<file path="config.mk">
export PLATFORM = sky130hd
export DESIGN_NAME = mfclk_phase_gen
export DESIGN_NICKNAME = d
export VERILOG_FILES = /design/src/rtl/mfclk_pkg.sv /design/src/rtl/sysref_capture.sv /design/src/rtl/sysref_delay.sv /design/src/rtl/phase_counter.sv /design/src/rtl/mfclk_phase_gen.sv
export SDC_FILE = /design/constraint.sdc
export NUM_CORES = 1
export LEC_CHECK = 0
export ABC_AREA = 1
export BUFFER_PORTS_ARGS = -buffer_cell sky130_fd_sc_hd__buf_4
export CORE_MARGIN = 2
export CORE_UTILIZATION = 50
export CTS_CLUSTER_SIZE = 30
export DETAILED_ROUTE_END_ITERATION = 7
export PLACE_DENSITY_LB_ADDON = 0.25
export SKIP_CTS_REPAIR_TIMING = 1
export SLEW_MARGIN = 25
export SYNTH_ARGS = -nofsm -noshare
export SYNTH_HDL_FRONTEND = slang
export SYNTH_SLANG_ARGS = --single-unit
</file>
<file path="constraint.sdc">
create_clock -name clk -period 21.7 [get_ports clk]
set_clock_uncertainty 0.05 [all_clocks]
set_input_delay 2.17 -clock clk [delete_from_list [all_inputs] [get_ports clk]]
set_output_delay 2.17 -clock clk [all_outputs]
set_load 0.005 [all_outputs]
</file>
<file path="src/rtl/mfclk_pkg.sv">
package mfclk_pkg;

  // Period length in core cycles; a zero product becomes one.
  function automatic logic [31:0] period_cycles(
    input logic        use_emb,
    input logic [15:0] frames,
    input logic [15:0] per_frame,
    input logic [15:0] blocks,
    input logic [15:0] per_block
  );
    logic [31:0] prod;
    prod = use_emb ? (32'(blocks) * 32'(per_block))
                   : (32'(frames) * 32'(per_frame));
    return (prod == 32'd0) ? 32'd1 : prod;
  endfunction

endpackage

</file>
<file path="src/rtl/sysref_capture.sv">
module sysref_capture #(
  parameter int SYNC_STAGES = 2
) (
  input  logic clk,
  input  logic rst_n,
  input  logic sysref_in,
  output logic edge_evt
);
  logic [SYNC_STAGES-1:0] sync_q;
  logic                   last_q;

  generate
    for (genvar i = 0; i < SYNC_STAGES; i++) begin : g_sync
      if (i == 0) begin : g_first
        always_ff @(posedge clk) begin
          if (!rst_n) sync_q[0] <= 1'b0;
          else        sync_q[0] <= sysref_in;
        end
      end else begin : g_rest
        always_ff @(posedge clk) begin
          if (!rst_n) sync_q[i] <= 1'b0;
          else        sync_q[i] <= sync_q[i-1];
        end
      end
    end
  endgenerate

  always_ff @(posedge clk) begin
    if (!rst_n) last_q <= 1'b0;
    else        last_q <= sync_q[SYNC_STAGES-1];
  end

  assign edge_evt = sync_q[SYNC_STAGES-1] & ~last_q;


  single_edge_chk: assert property (@(posedge clk) disable iff (!rst_n)
    edge_evt |=> !edge_evt);
endmodule

</file>
<file path="src/rtl/sysref_delay.sv">
module sysref_delay #(
  parameter int DLY_W = 8
) (
  input  logic             clk,
  input  logic             rst_n,
  input  logic             edge_evt,
  input  logic [DLY_W-1:0] hold_cycles,
  output logic             fire
);
  localparam logic [DLY_W-1:0] ONE = DLY_W'(1);
  logic [DLY_W-1:0] remain_q;

  always_ff @(posedge clk) begin
    if (!rst_n)                remain_q <= '0;
    else if (edge_evt)         remain_q <= hold_cycles;
    else if (remain_q != '0)   remain_q <= remain_q - ONE;
  end

  assign fire = edge_evt ? (hold_cycles == '0) : (remain_q == ONE);


  zero_hold_chk: assert property (@(posedge clk) disable iff (!rst_n)
    (edge_evt && hold_cycles == '0) |-> fire);

  reload_chk: assert property (@(posedge clk) disable iff (!rst_n)
    edge_evt |=> (remain_q == $past(hold_cycles)));

  no_early_fire_chk: assert property (@(posedge clk) disable iff (!rst_n)
    (edge_evt && hold_cycles > ONE) |=> !fire);
endmodule

</file>
<file path="src/rtl/phase_counter.sv">
module phase_counter #(
  parameter int PHASE_W = 16
) (
  input  logic               clk,
  input  logic               rst_n,
  input  logic               fire,
  input  logic [PHASE_W-1:0] period,
  input  logic               status_clear,
  output logic [PHASE_W-1:0] phase_count,
  output logic               boundary,
  output logic               phase_moved
);
  localparam logic [PHASE_W-1:0] STEP = PHASE_W'(1);
  logic wrap_now;
  logic shift_evt;

  assign wrap_now  = (phase_count >= period - STEP);
  assign shift_evt = fire & ~wrap_now;

  always_ff @(posedge clk) begin
    if (!rst_n) begin
      phase_count <= '0;
      boundary    <= 1'b0;
    end else if (fire || wrap_now) begin
      phase_count <= '0;
      boundary    <= 1'b1;
    end else begin
      phase_count <= phase_count + STEP;
      boundary    <= 1'b0;
    end
  end

  always_ff @(posedge clk) begin
    if (!rst_n)            phase_moved <= 1'b0;
    else if (shift_evt)    phase_moved <= 1'b1;
    else if (status_clear) phase_moved <= 1'b0;
  end


  boundary_at_zero_chk: assert property (@(posedge clk) disable iff (!rst_n)
    boundary |-> (phase_count == '0));

  realign_chk: assert property (@(posedge clk) disable iff (!rst_n)
    fire |=> (boundary && phase_count == '0));

  moved_cause_chk: assert property (@(posedge clk) disable iff (!rst_n)
    $rose(phase_moved) |-> $past(fire));

  clear_chk: assert property (@(posedge clk) disable iff (!rst_n)
    (status_clear && !fire) |=> !phase_moved);
endmodule

</file>
<file path="src/rtl/mfclk_phase_gen.sv">
module mfclk_phase_gen #(
  parameter int DLY_W   = 8,
  parameter int FACT_W  = 8,
  parameter int PHASE_W = 16
) (
  input  logic               clk,
  input  logic               rst_n,
  input  logic               sysref_in,
  input  logic               mode_64b66b,
  input  logic [DLY_W-1:0]   hold_cycles,
  input  logic [FACT_W-1:0]  frames_per_mf,
  input  logic [FACT_W-1:0]  cycles_per_frame,
  input  logic [FACT_W-1:0]  mb_per_emb,
  input  logic [FACT_W-1:0]  cycles_per_mb,
  input  logic               status_clear,
  output logic               boundary,
  output logic [PHASE_W-1:0] phase_count,
  output logic               phase_moved
);
  import mfclk_pkg::*;

  logic               edge_evt;
  logic               fire;
  logic [PHASE_W-1:0] period;
  logic [31:0]        period_full;

  assign period_full = period_cycles(mode_64b66b,
                                     16'(frames_per_mf), 16'(cycles_per_frame),
                                     16'(mb_per_emb),    16'(cycles_per_mb));
  assign period = PHASE_W'(period_full);

  sysref_capture #(.SYNC_STAGES(2)) u_capture (
    .clk(clk), .rst_n(rst_n), .sysref_in(sysref_in), .edge_evt(edge_evt)
  );

  sysref_delay #(.DLY_W(DLY_W)) u_delay (
    .clk(clk), .rst_n(rst_n), .edge_evt(edge_evt),
    .hold_cycles(hold_cycles), .fire(fire)
  );

  phase_counter #(.PHASE_W(PHASE_W)) u_counter (
    .clk(clk), .rst_n(rst_n), .fire(fire), .period(period),
    .status_clear(status_clear), .phase_count(phase_count),
    .boundary(boundary), .phase_moved(phase_moved)
  );


  period_nonzero_chk: assert property (@(posedge clk) disable iff (!rst_n)
    period != '0);
endmodule

</file>
==> out/qor.txt <==
Critical path required time -> 21790 ps
Die Area -> 15300 sq um
Synth-to-Final Area Change -> 9.555%
Final critical-path required period -> 8574 ps
Reg-to-reg endpoint -> u_counter.phase_count[9]
Synth Flop Type -> dfxtp_1
Core area -> 13930 sq um
Hold EP -> u_capture.sync_q[1]
Vias per cell -> 4.814
H-tree levels -> 2
CP max FO -> 16
Status -> finished, final reports clean
1st-iter DRT viols -> 308
Max VDD drop -> 0.03464 mV
Setup crit end kind -> register
Max Fclk -> 0.1166 GHz
Synth Instances -> 1123
Most common library cells after synthesis -> nand2_1 (329), inv_1 (297), ha_1 (92)
Worst min path class -> reg2reg
Critical path class -> in2reg
HP Start -> u_capture.sync_q[0]
RePlAce Congestion -> 0.9202
Vias in the first global route -> 6325
Flops & latches, synth -> 29
Final ANT Viol Nets -> 0
Wire per inst -> 11.51 um
Power Density -> 83.66 nW/um^2
CTS root buffer -> clkbuf_16
Critical Path Source -> mb_per_emb[1]
Hold path cells -> 2
Clk slew on worst S/H paths -> 50 ps
Initial core utilization -> 51.41%
Total track usage -> 21.94%
Worst setup SP type -> primary input
I/O Buffers -> 62
Final period util -> 39.51%
Initial antenna violation count -> 0
Max-slew headroom at the worst pin -> 62.20%
Final #Nets -> 1363
Largest net degree at the start of global routing -> 19
Cell variety after synth -> 42
Pleak -> 5.021 nW
Final setup viols -> 0
Layout cells sized above 1 -> 9.437%
Post-route DRC violation count -> 0
Clk_lat worst skew -> 280 ps
Post-Syn Nets -> 1332
Drt total wl -> 15370 um
Share of the synthesized area in the top cell type -> 20.12%
Worst R2R Path Depth -> 9
Final Max Tran Viols -> 0
Synth Warn # -> 0
Die width -> 123.7 um
RSZ-0062 raised after global routing -> no
R2r setup slk -> 19550 ps
DP HPWL -> 13260 um
Post-synth ARST share -> 0%
Worst R2R Start -> u_counter.phase_count[7]
Fin util -> 56.32%
Fin. Hold Viols -> 0
Slew of the pin with the lowest slew margin -> 567.0 ps
Site Rows -> 43
Die height -> 123.7 um
CTS Buffer Depth -> 2
Most frequent cell after synthesis -> nand2_1
Post-synth EDFFs -> 0
First-pass DRT Iterations -> 5
Via count -> 6427
Critical path arrival -> 8660 ps
Sequential fraction of the synthesis area -> 8.105%
Critical Path Max Stage Delay -> 560 ps
Register area -> 580.6 sq um
Grt ovf -> 0
CTS tree -> done
Syn Area/Cell -> 6.379 sq um
CP max stage cell -> fa_1
Antenna cells -> 0
Max-cap violation count -> 0
Multi-input gate area -> 5283 sq um
CTS Buf Count -> 5
Clock sink total -> 29
First-pass GRT wire length -> 27370 um
Area after DPL -> 7690 sq um
Setup TNS Final -> 0 ps
CP dominant cell by count -> nand2_1
Synth area leaders -> fa_1 (20%), nand2_1 (17%), ha_1 (16%)
Post-synth top area cell -> fa_1
Design area -> 7848 sq um
Post-Syn Area -> 7163 sq um
# fillers -> 1406
# IOs -> 63
[routing by layer]
metal | routed length [um] | up-vias | track usage (%)
met1 | 7040 | 2925 | 27.92
met5 | 0 | - | 0
met4 | 200 | 0 | 3.764
li1 | - | 3381 | -
met3 | 474 | 18 | 1.877
met2 | 7648 | 103 | 40.80
[power breakdown]
part	internal (mW)	switching (mW)	total (mW)
registers	0.0636	0.00860	0.0722
clock network	0.0484	0.0235	0.0719
logic	0.188	0.324	0.512
[sequential cells by signal, summed over array words and instances, names as in the netlist]
name and cells:
u_counter.phase_count 16, u_capture.last_q 1, u_delay.remain_q 8, u_counter.boundary 1, u_capture.sync_q 2, u_counter.phase_moved 1
[metrics by stage]
stage,setup slack (ps),hold slack [ps],total power [mW],instances
after CTS,13120,361.5,0.6603,1335
after floorplan,13350,340.0,0.4757,1123
after global routing,12420,368.3,0.7532,1335
after global placement,12970,349.2,0.5776,1327
final,13130,363.4,0.6566,1335
after detailed placement,12840,347.5,0.5839,1327
[layout by cell type (no fill, tap or decap), types with 4 or more instances in the layout]
cell and count:
o21ai_0 6, fa_1 72, buf_4 62, nor3_1 7
a211oi_1 4, ha_1 92, nand3_1 69, clkbuf_16 5
nand4_1 17, nand2_1 329, inv_2 4, nor2_1 64
nor2_2 8, nand2_2 14, a21oi_1 26, inv_1 297
xnor2_1 5, xor2_1 12, dfxtp_1 29
[cells by family (layout without fill, tap and decap cells)]
group | after synthesis | in the layout | share of synthesized area, %
AOI/OAI and AO/OA | 45 | 45 | 3.616
adders and majority gates | 164 | 164 | 36.19
and+or+nand+nor | 528 | 528 | 31.86
DFF | 29 | 29 | 8.105
xor gates and xnor gates | 17 | 17 | 2.079
buffers and inverters | 340 | 372 | 18.15
[worst max-delay path, delay by kind of cell]
| family | cells | cell delay (ps) |
|---|---|---|
| buffers and inverters | 7 | 530 |
| adders and majority gates | 7 | 2890 |
| and+or+nand+nor | 22 | 2880 |
| xor gates and xnor gates | 1 | 160 |
[final cells by class]
class / instances / share of cell area, %
sequential: 29 / 7.398
clock inverter: 1 / 0.06378
multi-input combinational: 754 / 67.32
timing repair buffer: 62 / 5.931
clock buffer: 7 / 1.945
inverter: 302 / 14.48
tap: 180 / 2.870
[worst max path at each step]
| stage | endpoint | slack (ps) | cells past startpoint |
|---|---|---|---|
| floorplan | u_counter.phase_count[14] | 13350 | 39 |
| global placement | u_counter.phase_count[4] | 12970 | 37 |
| detailed placement | u_counter.phase_count[15] | 12840 | 37 |
| CTS | u_counter.phase_count[9] | 13120 | 37 |
| global route | u_counter.phase_count[15] | 12420 | 37 |
| finish | u_counter.phase_count[15] | 13130 | 37 |
Note: power is estimated with default switching activity, not from simulation.
